$ cat src/rtl/nvseq_pkg.sv
package nvseq_pkg;
    typedef enum logic [2:0] {
        T_IDLE,
        T_HAVE1,
        T_HAVE2,
        T_HAVE3,
        T_HAVE4,
        T_HAVE5
    } trk_state_t;

    typedef enum logic [1:0] {
        B_READY,
        B_STORE,
        B_RECALL
    } bsy_state_t;
endpackage

$ cat src/rtl/nvseq_edge.sv
module nvseq_edge (
    input  logic clk,
    input  logic rst_n,
    input  logic ce_n,
    input  logic oe_n,
    input  logic we_n,
    output logic rd_start,
    output logic wr_start
);
    logic rd_act;
    logic wr_act;
    logic rd_prev;
    logic wr_prev;

    assign rd_act = !ce_n && !oe_n && we_n;
    assign wr_act = !ce_n && !we_n;

    always_ff @(posedge clk) begin
        if (!rst_n) begin
            rd_prev <= 1'b0;
            wr_prev <= 1'b0;
        end else begin
            rd_prev <= rd_act;
            wr_prev <= wr_act;
        end
    end

    // a new cycle only on the first clock of an active phase
    assign rd_start = rd_act && !rd_prev;
    assign wr_start = wr_act && !wr_prev;
endmodule

$ cat src/rtl/nvseq_track.sv
module nvseq_track
    import nvseq_pkg::*;
#(
    parameter int unsigned KEY_W = 16,
    parameter logic [KEY_W-1:0] KEY0 = 16'h4E38,
    parameter logic [KEY_W-1:0] KEY1 = 16'hB1C7,
    parameter logic [KEY_W-1:0] KEY2 = 16'h83E0,
    parameter logic [KEY_W-1:0] KEY3 = 16'h7C1F,
    parameter logic [KEY_W-1:0] KEY4 = 16'h703F,
    parameter logic [KEY_W-1:0] KEY_ST = 16'h8FC0,
    parameter logic [KEY_W-1:0] KEY_RC = 16'h4C63
) (
    input  logic             clk,
    input  logic             rst_n,
    input  logic             rd_start,
    input  logic             wr_start,
    input  logic             hold,
    input  logic [KEY_W-1:0] key,
    output logic             hit_store,
    output logic             hit_recall
);
    trk_state_t state;
    trk_state_t nxt;
    logic [KEY_W-1:0] want;
    logic match;

    always_comb begin
        unique case (state)
            T_IDLE:  want = KEY0;
            T_HAVE1: want = KEY1;
            T_HAVE2: want = KEY2;
            T_HAVE3: want = KEY3;
            T_HAVE4: want = KEY4;
            default: want = '0;
        endcase
    end

    assign match = rd_start && (key == want) && (state != T_HAVE5);

    // next state: hold, abort, advance, mismatch
    always_comb begin
        nxt = state;
        if (hold || wr_start) begin
            nxt = T_IDLE;
        end else if (rd_start) begin
            unique case (state)
                T_IDLE:  nxt = match ? T_HAVE1 : T_IDLE;
                T_HAVE1: nxt = match ? T_HAVE2 : T_IDLE;
                T_HAVE2: nxt = match ? T_HAVE3 : T_IDLE;
                T_HAVE3: nxt = match ? T_HAVE4 : T_IDLE;
                T_HAVE4: nxt = match ? T_HAVE5 : T_IDLE;
                T_HAVE5: nxt = T_IDLE;
                default: nxt = T_IDLE;
            endcase
        end
    end

    always_ff @(posedge clk) begin
        if (!rst_n) state <= T_IDLE;
        else        state <= nxt;
    end

    // outputs: command hits from the last chain state
    always_comb begin
        hit_store  = 1'b0;
        hit_recall = 1'b0;
        if (!hold && !wr_start && rd_start && state == T_HAVE5) begin
            hit_store  = (key == KEY_ST);
            hit_recall = (key == KEY_RC);
        end
    end

    p_abort_idle_r6: assert property (@(posedge clk) disable iff (!rst_n)
        wr_start |=> state == T_IDLE);
    p_hold_idle_r9: assert property (@(posedge clk) disable iff (!rst_n)
        hold |=> state == T_IDLE);
    p_hit_from_last_r2: assert property (@(posedge clk) disable iff (!rst_n)
        (hit_store || hit_recall) |=> state == T_IDLE);
endmodule

$ cat src/rtl/nvseq_busy.sv
module nvseq_busy
    import nvseq_pkg::*;
#(
    parameter int unsigned STORE_CYC  = 40,
    parameter int unsigned RECALL_CYC = 24
) (
    input  logic clk,
    input  logic rst_n,
    input  logic hit_store,
    input  logic hit_recall,
    output logic store_go,
    output logic recall_go,
    output logic busy
);
    localparam int unsigned MAXC = (STORE_CYC > RECALL_CYC) ? STORE_CYC : RECALL_CYC;
    localparam int unsigned CW   = $clog2(MAXC + 1);

    bsy_state_t      state;
    logic [CW-1:0]   cnt;

    // state register with launch and expire
    always_ff @(posedge clk) begin
        if (!rst_n) begin
            state <= B_READY;
            cnt   <= '0;
        end else begin
            unique case (state)
                B_READY: begin
                    if (hit_store) begin
                        state <= B_STORE;
                        cnt   <= CW'(STORE_CYC - 1);
                    end else if (hit_recall) begin
                        state <= B_RECALL;
                        cnt   <= CW'(RECALL_CYC - 1);
                    end
                end
                B_STORE, B_RECALL: begin
                    if (cnt == '0) state <= B_READY;
                    else           cnt   <= cnt - 1'b1;
                end
                default: state <= B_READY;
            endcase
        end
    end

    // output register: start pulses
    always_ff @(posedge clk) begin
        if (!rst_n) begin
            store_go  <= 1'b0;
            recall_go <= 1'b0;
        end else begin
            store_go  <= hit_store && (state == B_READY);
            recall_go <= hit_recall && !hit_store && (state == B_READY);
        end
    end

    assign busy = (state != B_READY);

    p_one_go_r3: assert property (@(posedge clk) disable iff (!rst_n)
        $onehot0({store_go, recall_go}));
    p_go_busy_r7: assert property (@(posedge clk) disable iff (!rst_n)
        (store_go || recall_go) |-> busy);
    p_busy_src_r7: assert property (@(posedge clk) disable iff (!rst_n)
        $rose(busy) |-> (store_go || recall_go));
    p_cnt_bound_r7: assert property (@(posedge clk) disable iff (!rst_n)
        (state == B_RECALL) |-> (cnt < CW'(RECALL_CYC)));
endmodule

$ cat src/rtl/nv_soft_seq_det.sv
module nv_soft_seq_det #(
    parameter int unsigned ADDR_W     = 17,
    parameter int unsigned KEY_W      = 16,
    parameter int unsigned STORE_CYC  = 40,
    parameter int unsigned RECALL_CYC = 24
) (
    input  logic              clk,
    input  logic              rst_n,
    input  logic [ADDR_W-1:0] addr,
    input  logic              ce_n,
    input  logic              oe_n,
    input  logic              we_n,
    output logic              store_go,
    output logic              recall_go,
    output logic              busy,
    output logic              mem_ce_n_o
);
    logic rd_start;
    logic wr_start;
    logic hit_store;
    logic hit_recall;
    logic addr_hi_unused;

    generate
        if (ADDR_W > KEY_W) begin : g_hi
            assign addr_hi_unused = ^addr[ADDR_W-1:KEY_W];
        end else begin : g_nohi
            assign addr_hi_unused = 1'b0;
        end
    endgenerate

    nvseq_edge u_edge (
        .clk      (clk),
        .rst_n    (rst_n),
        .ce_n     (ce_n),
        .oe_n     (oe_n),
        .we_n     (we_n),
        .rd_start (rd_start),
        .wr_start (wr_start)
    );

    nvseq_track #(.KEY_W(KEY_W)) u_track (
        .clk        (clk),
        .rst_n      (rst_n),
        .rd_start   (rd_start),
        .wr_start   (wr_start),
        .hold       (busy),
        .key        (addr[KEY_W-1:0]),
        .hit_store  (hit_store),
        .hit_recall (hit_recall)
    );

    nvseq_busy #(.STORE_CYC(STORE_CYC), .RECALL_CYC(RECALL_CYC)) u_busy (
        .clk        (clk),
        .rst_n      (rst_n),
        .hit_store  (hit_store),
        .hit_recall (hit_recall),
        .store_go   (store_go),
        .recall_go  (recall_go),
        .busy       (busy)
    );

    assign mem_ce_n_o = ce_n || busy;

    p_no_go_on_write_r6: assert property (@(posedge clk) disable iff (!rst_n)
        (wr_start && !busy) |=> !(store_go || recall_go));
endmodule

$ cat config.mk
export PLATFORM = sky130hd
export DESIGN_NAME = nv_soft_seq_det
export DESIGN_NICKNAME = d
export VERILOG_FILES = /design/src/rtl/nvseq_pkg.sv /design/src/rtl/nvseq_edge.sv /design/src/rtl/nvseq_track.sv /design/src/rtl/nvseq_busy.sv /design/src/rtl/nv_soft_seq_det.sv
export SDC_FILE = /design/constraint.sdc
export NUM_CORES = 1
export LEC_CHECK = 0
export BUFFER_PORTS_ARGS = -buffer_cell sky130_fd_sc_hd__buf_2
export CORE_MARGIN = 1
export CORE_UTILIZATION = 45
export CTS_CLUSTER_SIZE = 10
export DETAILED_ROUTE_END_ITERATION = 10
export PLACE_DENSITY = 0.68
export SYNTH_ARGS = -nofsm -noshare
export SYNTH_HDL_FRONTEND = slang
export SYNTH_SLANG_ARGS = --single-unit
$ cat constraint.sdc
create_clock -name clk -period 4 [get_ports clk]
set_input_delay 0 -clock clk [delete_from_list [all_inputs] [get_ports clk]]
set_output_delay 0 -clock clk [all_outputs]
set_load 0.005 [all_outputs]
==> metrics.md, run 1 <==
| Metric | Value |
|---|---|
| Die height | 52.7 um |
| Top post-synthesis cells by count | dfxtp_1 (15), inv_1 (10), nor3_1 (10) |
| Final period util | 56.4% |
| Crit path kind | reg2reg |
| Share of flip-flops with an asynchronous set or reset | 0% |
| Setup TNS | 0 ns |
| Largest cells by area after synthesis | dfxtp_1 (26%), nor3_1 (4.3%), o21ai_0 (3.5%) |
| Total Power | 0.274 mW |
| CP endpoint kind | register |
| Total leakage power | around 0.52 nW |
| Worst endpoint required time | about 4.2 ns |
| Hold Violations, Final | 0 |
| All-Layer GR Usage | 22.3% |
| Mapped Avg Cell Area | between 8 and 9 sq um |
| Mapped Area | 1160 sq um |
| Dpl cell area | about 1300 sq um |
| Warnings, synthesis | 0 |
| Leading area contributor after synthesis | dfxtp_1 |
| Max-slew violation total from the final report | 0 |
| Starting Density | 47.2% |
| Largest net degree at the start of global routing | 15 |
| Ant diodes | 0 |
| Non-filler instance count after layout | 200 |
| Post-synth EDFFs | 0 |
| Layout cells sized above 1 | between 20% and 30% |
| Pwr dens | 202 nW/um^2 |
| Port Buffers | 24 |
| F_max | 0.443 GHz |
| Placement Rows | 18 |
| Syn Inst Count | 143 |
| CTS clk-pin slew, worst paths | 0.09 ns |
| Final Cell Area | between 1000 and 1500 sq um |
| Area Growth Syn to Fin | 17.0% |
| Crit path launch type | register |
| Switching Share | 24.7% |
| Count of final setup violators | 0 |
| Top cell type's share of synthesized area | 25.9% |
| Unrepaired setup endpoints after global routing | false |
| Antenna violations before repair | 0 |
| Crit path max fanout | 11 |
| Combinational power share | 13.9% |
| Clock power share | a little under a third |
| Ports | 26 |
| MaxCap Viol Count | 0 |
| GRT overflow | 0 |
| Post-Route Skew | 0.00378 ns |
| Final min period | 2.26 ns |
| Die area | 2780 sq um |
| First-pass GRT wire length | 4.60 mm |
| Clk_lat worst skew | 0.28 ns |
| Drt drc | 0 |
| DRT antenna net count | 0 |
| Flip-flop and latch count after synthesis | 15 |
| Synth cell types | 53 |
| Gpl congestion | 0.828 |
| Final WL | 2.71 mm |
| Worst hold path class | in2reg |
| Actual slew at the worst max-slew pin | 0.457 ns |
| Die X | 52.7 um |
| Post_cts resized | 0 |
| Syn Nets | approximately 170 |
| Clock sink count | 15 |
| Synth Flop Type | dfxtp_1 |
| Arrival time at the worst endpoint | ~2.4 ns |
| Cts-stage hold buffer count | 4 |
| VDD IR max | 0.000141 V |
| Post-DP HPWL | 2.12 mm |
| Postcts setup bufs | 0 |
| CTS tree | done |
| Count leader, synth | dfxtp_1 |
| Outcome | completed |
| Vias per inst | 5.93 |
| Placed Cells | 192 |
| Clk buf depth | 2 |
| Vias | 1185 |
| Nets@finish | 196 |
| Drt first pass iters | 4 |
| Internal power | a little over 0.2 mW |
| Sw Pwr | 0.0679 mW |
| Root Driver | clkbuf_4 |
| Violation count after the first detailed-route iteration | 30 |
| Seq pwr share | between 50% and 60% |
| Core area | about 2500 sq um |
| Slew Limit Headroom | 69.1% |
| Number of global-route vias before repair | 1097 |
| Seq/Total Area, Yosys | 25.9% |
| CTS buffer count | 3 |
| Drt wl/cell | ~14 um |
| H-tree depth | 1 |
placed cells by master (no fill, tap or decap), drive strengths merged, types with 2 or more instances in the layout:
cell and count:
nand3 3, a21oi 9, or3 5, ha 3, dfxtp 15, a32o 2
clkbuf 4, dlygate4sd3 4, and3 2, a31oi 2, or3b 2, o22ai 2
nor3b 2, inv 10, nand2b 3, nor2b 4, nand2 9, o21ai 9
and2 2, nor4b 2, mux2i 2, nor2 7, nand4 2, or4b 3
nor3 10, nor4 3, a22oi 2, a211oi 3, buf 24, o21a 3
critical path, stage by stage (launching register included):
cell	delay, ns
dfxtp_1	0.53
or3b_2	0.51
nor4_4	0.39
o21ai_2	0.17
a21oi_4	0.23
nand2_1	0.07
a32o_1	0.25
logic make-up (layout without fill, tap and decap cells):
| group | Yosys count | count (layout) | synth area share [%] |
|---|---|---|---|
| compound gates | 44 | 44 | 27.6 |
| xor+xnor | 1 | 1 | 0.756 |
| fa+ha+maj | 3 | 3 | 3.24 |
| buf+inv | 15 | 42 | 5.62 |
| flops | 15 | 15 | 25.9 |
| mux | 2 | 2 | 1.73 |
| simple gates | 63 | 63 | 35.1 |
through the flow:
step	utilization, %	hold WS, ns	setup WS (ns)
2_1_floorplan	-	0.0756	2.01
6_report	55.2	0.0238	1.75
3_5_place_dp	52.5	0.204	1.76
4_1_cts	55.2	0.0151	1.74
5_1_grt	55.2	0.0209	1.44
3_3_place_gp	52.5	0.197	1.78
routing by layer:
metal | wire length, um | vias up | GRT usage (%)
met3 | 120 | 2 | 3.77
li1 | - | 598 | -
met1 | 1290 | 554 | 27.5
met5 | 0 | - | 0
met4 | 13 | 0 | 7.46
met2 | 1280 | 31 | 38.4
sequential cells by signal, summed over array words and instances (netlist names):
| signal | count |
|---|---|
| u_track.state | 3 |
| u_edge.wr_prev | 1 |
| u_busy.state | 2 |
| u_busy.cnt | 6 |
| u_busy.recall_go | 1 |
| u_busy.store_go | 1 |
| u_edge.rd_prev | 1 |
worst paths after layout:
path | from | endpoint | slack (ns) | depth (start not counted)
max | u_track.state[0] | u_busy.cnt[3] | 1.75 | 6
min | rst_n | u_busy.state[1] | 0.02 | 3
max reg2reg | u_track.state[0] | u_busy.cnt[3] | 1.75 | 6
min reg2reg | u_busy.cnt[0] | u_busy.cnt[0] | 0.51 | 1
power by group through the flow:
stage / Combinational (mW) / Sequential, mW / Clock (mW)
after floorplan: 0.0158 / 0.154 / 0
after global placement: 0.0334 / 0.154 / 0
after detailed placement: 0.0351 / 0.154 / 0
after CTS: 0.0377 / 0.150 / 0.0902
after global routing: 0.0418 / 0.150 / 0.0959
final: 0.0382 / 0.150 / 0.0859
cell type report:
cell class	count	area [sq um]
fillers	244	1100
multi-input cells	113	793
flip-flops and latches	15	300
repair buffers	28	160
inverters	10	37.5
well taps	30	37.5
clock buffers	4	26.3
No activity file was read; power rests on OpenSTA's default activity.
==> run 2, diff against run 1 <==
--- a/config.mk
+++ b/config.mk
@@ -5,12 +5,13 @@
 export SDC_FILE = /design/constraint.sdc
 export NUM_CORES = 1
 export LEC_CHECK = 0
+export ABC_AREA = 1
 export BUFFER_PORTS_ARGS = -buffer_cell sky130_fd_sc_hd__buf_2
 export CORE_MARGIN = 1
 export CORE_UTILIZATION = 45
 export CTS_CLUSTER_SIZE = 10
 export DETAILED_ROUTE_END_ITERATION = 10
-export PLACE_DENSITY = 0.68
+export PLACE_DENSITY = 0.71
 export SYNTH_ARGS = -nofsm -noshare
 export SYNTH_HDL_FRONTEND = slang
 export SYNTH_SLANG_ARGS = --single-unit
==> constraint.sdc (replaced) <==
create_clock -name clk -period 2 [get_ports clk]
set_input_delay 0 -clock clk [delete_from_list [all_inputs] [get_ports clk]]
set_output_delay 0 -clock clk [all_outputs]
set_load 0.005 [all_outputs]
==> run 2 against run 1 <==
  * Clock power increased by 100%
  * Via count up 16%
  * Sequential share of layout area decreased by 1.4 points
  * Combinational power rose to 5.5 times the previous value
  * Cell count is 37% higher
  * Core utilization rose by 2.6 points
  * Global-route usage increased by 0.49 points
  * Clock skew increased by 0.0015 ns
  * Flip-flop and latch count did not move
  * Die area grew 3.9%
  * Routed wire length is 8.4% higher
  * Critical endpoint is now u_track.state[1]
==> metrics.md, run 2 <==
| Metric | Value |
|---|---|
| First-pass GRT wire length | 4.84 mm (+5.2%) |
| Count of final setup violators | 0 (unchanged) |
| Pwr dens | 492 nW/um^2 (+140%) |
| Final Cell Area | 1450 sq um (+6.6%) |
| Worst path max stage delay | 0.49 ns (-0.04 ns) |
| Die height | 53.8 um (+2.0%) |
| Dpl cell area | 1380 sq um (+7.0%) |
| Warnings, synthesis | 0 (unchanged) |
| CP endpoint kind | register |
| Biggest register | u_busy.cnt |
| Critical path launch point | u_track.state[0] |
| Worst hold path class | in2reg |
| Biggest regs | u_busy.cnt (6), u_track.state (3), u_busy.state (2) |
| Post-Route Skew | 0.00531 ns (+0.00153 ns) |
| Mapped Avg Cell Area | 5.74 sq um (-29%) |
| Post-synth EDFFs | 0 (unchanged) |
| GRT overflow | 0 (unchanged) |
| VDD IR max | 0.000599 V (+330%) |
| Outcome | completed |
| Setup WS pre-CTS | 0.352 ns (-1.41 ns) |
| Final core utilization | 57.8% (+2.6 points) |
| Commonest non-fill, non-tap cell in the layout | nand2_1 |
| Drt drc | 0 (unchanged) |
| Setup TNS | 0 ns (unchanged) |
| Layout cells sized above 1 | 15.6% (-6.8 points) |
| Max reg flops | 6 (unchanged) |
| Ports | 26 (unchanged) |
| RR Startpoint | u_track.state[0] |
| Antenna violations before repair | 0 (unchanged) |
| Die area | 2890 sq um (+3.9%) |
| Delay-heaviest family, CP | simple AND/OR/NAND/NOR gates |
| Syn Inst Count | 210 (+47%) |
| Starting Density | 48.2% (+1.1 points) |
| Gpl congestion | 0.910 (+9.9%) |
| Post_cts resized | 0 (unchanged) |
| Seq/Total Area, Yosys | 24.9% (-1.0 points) |
| Leading area contributor after synthesis | dfxtp_1 |
| Crit path max fanout | 7 (-4) |
| Hold path startpoint | addr[15] |
| Top cell type's share of synthesized area | 24.9% (-1.0 points) |
| Synth cell types | 21 (-60%) |
| Hold Violations, Final | 0 (unchanged) |
| Buf/Inv on CP | 2 (+2) |
| Unrepaired setup endpoints after global routing | false |
| Share of flip-flops with an asynchronous set or reset | 0% (unchanged) |
| Final period util | 84.7% (+28 points) |
| Clock sink count | 15 (unchanged) |
| Max-slew violation total from the final report | 0 (unchanged) |
| Total leakage power | 0.725 nW (+39%) |
| Ant diodes | 0 (unchanged) |
| Nets@finish | 270 (+38%) |
| Final WL | 2.93 mm (+8.4%) |
| Crit-path cells | inv_1 -> nand2_1 -> nand3_1 -> inv_1 -> nand2_1 -> nand2_1 -> nand3_1 -> nor2_2 -> nand3_1 -> a21oi_1 |
| Slowest cell on the critical path | dfxtp_1 |
| Reg-to-reg setup timing slack | 0.31 ns (-1.44 ns) |
| Clk buf depth | 2 (unchanged) |
| Placement Rows | 18 (unchanged) |
| Number of global-route vias before repair | 1188 (+8.3%) |
| Port Buffers | 24 (unchanged) |
| H-tree depth | 1 (unchanged) |
| Drt wl/cell | 10.7 um (-21%) |
| Crit path kind | reg2reg |
| Core area | 2500 sq um (+1.8%) |
| CTS clk-pin slew, worst paths | 0.09 ns (about the same) |
| Root Driver | clkbuf_4 |
| DRT antenna net count | 0 (unchanged) |
| Slew Limit Headroom | 73.4% (+4.3 points) |
| Crit path launch type | register |
| CTS buffer count | 3 (unchanged) |
| Flip-flop and latch count after synthesis | 15 (unchanged) |
| Drt first pass iters | 4 (unchanged) |
| Vias | 1373 (+16%) |
| Synth Flop Type | dfxtp_1 |
| Vias per inst | 5.01 (-15%) |
| Die X | 53.8 um (+2.0%) |
| Setup ws final | 0.306 ns (-1.44 ns) |
| Mapped Area | 1210 sq um (+4.1%) |
| CTS tree | done |
| Top post-synthesis cells by count | nand2_1 (61), nor2_1 (37), inv_1 (32) |
| All-Layer GR Usage | 22.7% (+0.49 points) |
| MaxCap Viol Count | 0 (unchanged) |
| Final min period | 1.69 ns (-0.561 ns) |
| Count leader, synth | nand2_1 |
| F_max | 0.590 GHz (+33%) |
| Largest cells by area after synthesis | dfxtp_1 (25%), nand2_1 (19%), nor2_1 (12%) |
| Violation count after the first detailed-route iteration | 47 (+57%) |
| Worst endpoint required time | 2.22 ns (-1.96 ns) |
| Arrival time at the worst endpoint | 1.92 ns (-0.51 ns) |
| Actual slew at the worst max-slew pin | 0.396 ns (-0.0615 ns) |
| Clk_lat worst skew | 0.29 ns (about the same) |
| Syn Nets | 235 (+40%) |
| Most frequent cells in the layout | nand2_1 (61), nor2_1 (37), inv_1 (32) |
| Final Hold Slack | 0.0220 ns (-0.00183 ns) |
| Largest net degree at the start of global routing | 9 (-6) |
| Post-DP HPWL | 2.34 mm (+10%) |
| Area Growth Syn to Fin | 19.8% |
run 2: cell count changes after synthesis, sizes merged, moves of 4 or more:
cell,delta
inv,+22
nand2,+54
nand3,+22
nor2,+33
nor2b,-4
nor3,-5
o21ai,-5
or3,-5
run 2: layout make-up:
cell class	count	area, sq um
inverter	33	125
tap	30	37.5
multi-input combinational	162	781
clock buffer	4	26.3
timing repair buffer	30	175
sequential	15	300
fill	249	1050
run 2: worst paths after layout:
path	cells past startpoint	end
max	10	u_track.state[1]
min	4	u_busy.recall_go
max reg2reg	10	u_track.state[1]
min reg2reg	2	u_busy.state[1]
run 2: per-layer routing:
metal / GRT usage, % / share of wire (%)
met5: 0 / 0
met4: 5.70 / 0.95
met3: 5.65 / 5.4
met2: 37.0 / 43
met1: 29.6 / 51
run 2: cell families after synthesis:
logic type	after synthesis	share of synthesized area, %
buffers and inverters	33	10.4
AO/OA/AOI/OAI	12	5.91
XOR/XNOR	3	2.18
AND/OR/NAND/NOR	144	53.5
adder cells (fa/ha/maj)	3	3.11
flip-flops	15	24.9
run 2: worst min-delay path, stage by stage:
cell and delay [ns]:
buf_2 0.11, nor4_1 0.06, nand4_1 0.06, nor4_1 0.04
run 2: where the power goes:
group / switching (mW) / leakage (nW) / internal (mW)
clock network: 0.0987 / 0.0150 / 0.0776
registers: 0.0118 / 0.122 / 0.312
logic: 0.126 / 0.589 / 0.0847
run 2: timing repair:
item | in CTS | in global routing
hold endpoints to repair | 4 | 0
setup buffers | 0 | 0
hold buffers | 4 | 0
run 2: through the flow:
step | power (mW) | instances
global route | 0.758 | 274
CTS | 0.715 | 274
global placement | 0.530 | 266
floorplan | 0.464 | 210
finish | 0.710 | 274
detailed placement | 0.533 | 266
==> run 3, diff against run 2 <==
--- a/config.mk
+++ b/config.mk
@@ -11,7 +11,7 @@
 export CORE_UTILIZATION = 45
 export CTS_CLUSTER_SIZE = 10
 export DETAILED_ROUTE_END_ITERATION = 10
-export PLACE_DENSITY = 0.71
+export PLACE_DENSITY = 0.68
 export SYNTH_ARGS = -nofsm -noshare
 export SYNTH_HDL_FRONTEND = slang
 export SYNTH_SLANG_ARGS = --single-unit
==> constraint.sdc (replaced) <==
create_clock -name clk -period 1.7 [get_ports clk]
set_input_delay 0 -clock clk [delete_from_list [all_inputs] [get_ports clk]]
set_output_delay 0 -clock clk [all_outputs]
set_load 0.005 [all_outputs]
==> run 3 against run 2 <==
  * Register-to-register slack got worse by 0.11 ns
  * Critical path type unchanged
  * Final area increased by 4.9%
  * Clock skew decreased by 0.0026 ns
  * Maximum frequency increased by 13%
  * Sequential power grew 18%
  * Via count rose by 0.80%
  * Clock-buffer cell count unchanged
==> metrics.md, run 3 (synthesis gave the netlist of run 2 again) <==
| Metric | Value |
|---|---|
| Unrepaired setup endpoints after global routing | false |
| Crit-path cells | inv_1 -> ha_1 -> inv_1 -> nor2_2 -> nand3_2 -> nor2_2 -> nor2_1 -> buf_4 -> nand2_4 -> clkinv_2 -> nor2_1 -> nor2_1 |
| Root Driver | clkbuf_4 |
| Layout cells sized above 1 | 19.6% (+4.0 points) |
| Internal power | 0.566 mW (+19%) |
| Worst path max stage delay | 0.35 ns (-0.14 ns) |
| Most frequent cells in the layout | nand2_1 (61), nor2_1 (35), inv_1 (32) |
| Die X | 53.8 um (unchanged) |
| Violation count after the first detailed-route iteration | 30 (-36%) |
| Clock power share | 24.4% (-0.4 points) |
| Arrival time at the worst endpoint | 1.69 ns (-0.23 ns) |
| Number of global-route vias before repair | 1175 (-1.1%) |
| Biggest regs | u_busy.cnt (6), u_track.state (3), u_busy.state (2) |
| Placement Rows | 18 (unchanged) |
| Slowest cell on the critical path | dfxtp_2 |
| First-pass GRT wire length | 4.81 mm (-0.70%) |
| Seq pwr share | 45.0% (-0.6 points) |
| Vias | 1384 (+0.80%) |
| Setup ws final | 0.197 ns (-0.109 ns) |
| DRT antenna net count | 0 (unchanged) |
| CTS tree | done |
| Crit path max fanout | 6 (-1) |
| Die height | 53.8 um (unchanged) |
| Crit path kind | reg2reg |
| Ports | 26 (unchanged) |
| Max reg flops | 6 (unchanged) |
| Critical path launch point | u_busy.cnt[0] |
| Die area | 2890 sq um (unchanged) |
| Met2 Track Usage GR | 34.8% (-2.3 points) |
| Critical R2R Capture | u_busy.cnt[0] |
| Commonest non-fill, non-tap cell in the layout | nand2_1 |
| Sw Pwr | 0.283 mW (+20%) |
| Actual slew at the worst max-slew pin | 0.394 ns (-0.00134 ns) |
| Antenna violations before repair | 0 (unchanged) |
| Clk buf depth | 2 (unchanged) |
| Min-Delay Path Depth | 4 (unchanged) |
| Reg area | 304 sq um (+1.3%) |
| Max-slew violation total from the final report | 0 (unchanged) |
| FF-to-FF path depth | 12 (+2) |
| Port Buffers | 24 (unchanged) |
| Outcome | completed |
| Switching Share | 33.3% (+0.11 points) |
| Worst hold path class | in2reg |
| Clk_lat worst skew | 0.28 ns (about the same) |
| Biggest register | u_busy.cnt |
| Met3 Use GR | 5.08% (-0.56 points) |
| Drt drc | 0 (unchanged) |
| H-tree depth | 1 (unchanged) |
| Drt first pass iters | 4 (unchanged) |
| Starting Density | 48.2% (unchanged) |
| Core area | 2500 sq um (unchanged) |
| Multi-input logic area | 801 sq um (+2.6%) |
| Delay-heaviest family, CP | simple AND/OR/NAND/NOR gates |
| VDD IR max | 0.000525 V (-12%) |
| GRT overflow | 0 (unchanged) |
| CTS buffer count | 3 (unchanged) |
| Drt wl/cell | 10.5 um (-1.6%) |
| Setup TNS | 0 ns (unchanged) |
| Gr busiest metal | met2 |
| Fillers | 282 (+13%) |
| Final WL | 2.95 mm (+0.58%) |
| All-Layer GR Usage | 22.8% (+0.058 points) |
| WHS Endpoint | u_busy.recall_go |
| Pwr dens | 560 nW/um^2 (+14%) |
| Clock sink count | 15 (unchanged) |
| Nets@finish | 276 (+2.2%) |
| Crit path launch type | register |
| Largest net degree at the start of global routing | 9 (unchanged) |
| Global-route met1 utilization | 32.3% (+2.7 points) |
| Postcts setup bufs | 0 (unchanged) |
| Reg-to-reg setup timing slack | 0.20 ns (-0.11 ns) |
| Final core utilization | 60.7% (+2.9 points) |
| Combinational power share | 30.6% (+1.0 points) |
| MaxCap Viol Count | 0 (unchanged) |
| Setup WS pre-CTS | 0.196 ns (-0.155 ns) |
| RR Startpoint | u_busy.cnt[0] |
| Worst endpoint required time | 1.88 ns (-0.34 ns) |
| Ant diodes | 0 (unchanged) |
| F_max | 0.665 GHz (+13%) |
| CTS clk-pin slew, worst paths | 0.09 ns (about the same) |
| CP endpoint kind | register |
| Post-DP HPWL | 2.34 mm (about the same) |
| Slew Limit Headroom | 73.6% (+0.20 points) |
| Gpl congestion | 0.888 (-2.4%) |
| Count of final setup violators | 0 (unchanged) |
| Hold path startpoint | addr[15] |
| Vias per inst | 4.94 (-1.4%) |
| Final min period | 1.50 ns (-0.191 ns) |
| Hold Violations, Final | 0 (unchanged) |
| Post-Route Skew | 0.00274 ns (-0.00257 ns) |
| Total leakage power | 0.762 nW (+5.1%) |
| Most frequent CP cell | nor2_1 |
| Final period util | 88.4% (+3.7 points) |
| Area Growth Syn to Fin | 25.7% |
| Buf/Inv on CP | 4 (+2) |
-- run 3: what timing repair did --
action                                  CTS  global route
endpoints found under the setup margin    0             7
endpoints found under the hold margin     6             0
hold buffers                              5             0
gates resized for setup                   0             8
-- run 3: area by class of cell --
type | instances | area share [%]
Multi-Input combinational cell | 162 | 52.8
Sequential cell | 15 | 20.0
Timing Repair Buffer | 36 | 14.7
Inverter | 33 | 8.25
Tap cell | 30 | 2.48
Clock buffer | 4 | 1.73
-- run 3: through the flow --
stage | hold slack (ns) | power [mW] | std cells | area, sq um
floorplan | 0.0768 | 0.545 | 210 | 1210
global placement | 0.200 | 0.629 | 271 | 1420
detailed placement | 0.203 | 0.629 | 271 | 1420
CTS | 0.0332 | 0.845 | 280 | 1490
global route | 0.0443 | 0.912 | 280 | 1520
finish | 0.0410 | 0.849 | 280 | 1520
-- run 3: power by group through the flow --
stage	clock (mW)	combinational (mW)	sequential, mW
after global routing	0.231	0.298	0.384
after CTS	0.215	0.250	0.380
after floorplan	0	0.160	0.386
after detailed placement	0	0.241	0.389
after global placement	0	0.241	0.388
final	0.207	0.260	0.382
-- run 3: how the worst max path moves through the flow --
| stage | endpoint | slack, ns | cells past startpoint |
|---|---|---|---|
| final | u_busy.cnt[0] | 0.20 | 12 |
| after global routing | u_track.state[0] | 0.007 | 10 |
| after CTS | u_busy.cnt[0] | 0.17 | 13 |
| after detailed placement | u_track.state[2] | 0.20 | 10 |
| after global placement | u_busy.cnt[5] | 0.22 | 12 |
| after floorplan | u_busy.cnt[4] | 0.18 | 8 |
-- run 3: layer usage --
layer / vias up / wire length [um]
li1: 752 / -
met1: 601 / 1570
met2: 29 / 1230
met3: 2 / 127
met4: 0 / 14
met5: - / 0
-- run 3: worst reg2reg max path, delay by kind of cell, from the launching register on --
kind,cells,cell delay (ns)
fa+ha+maj,1,0.13
flops,1,0.35
simple gates,7,0.59
buf+inv,4,0.34
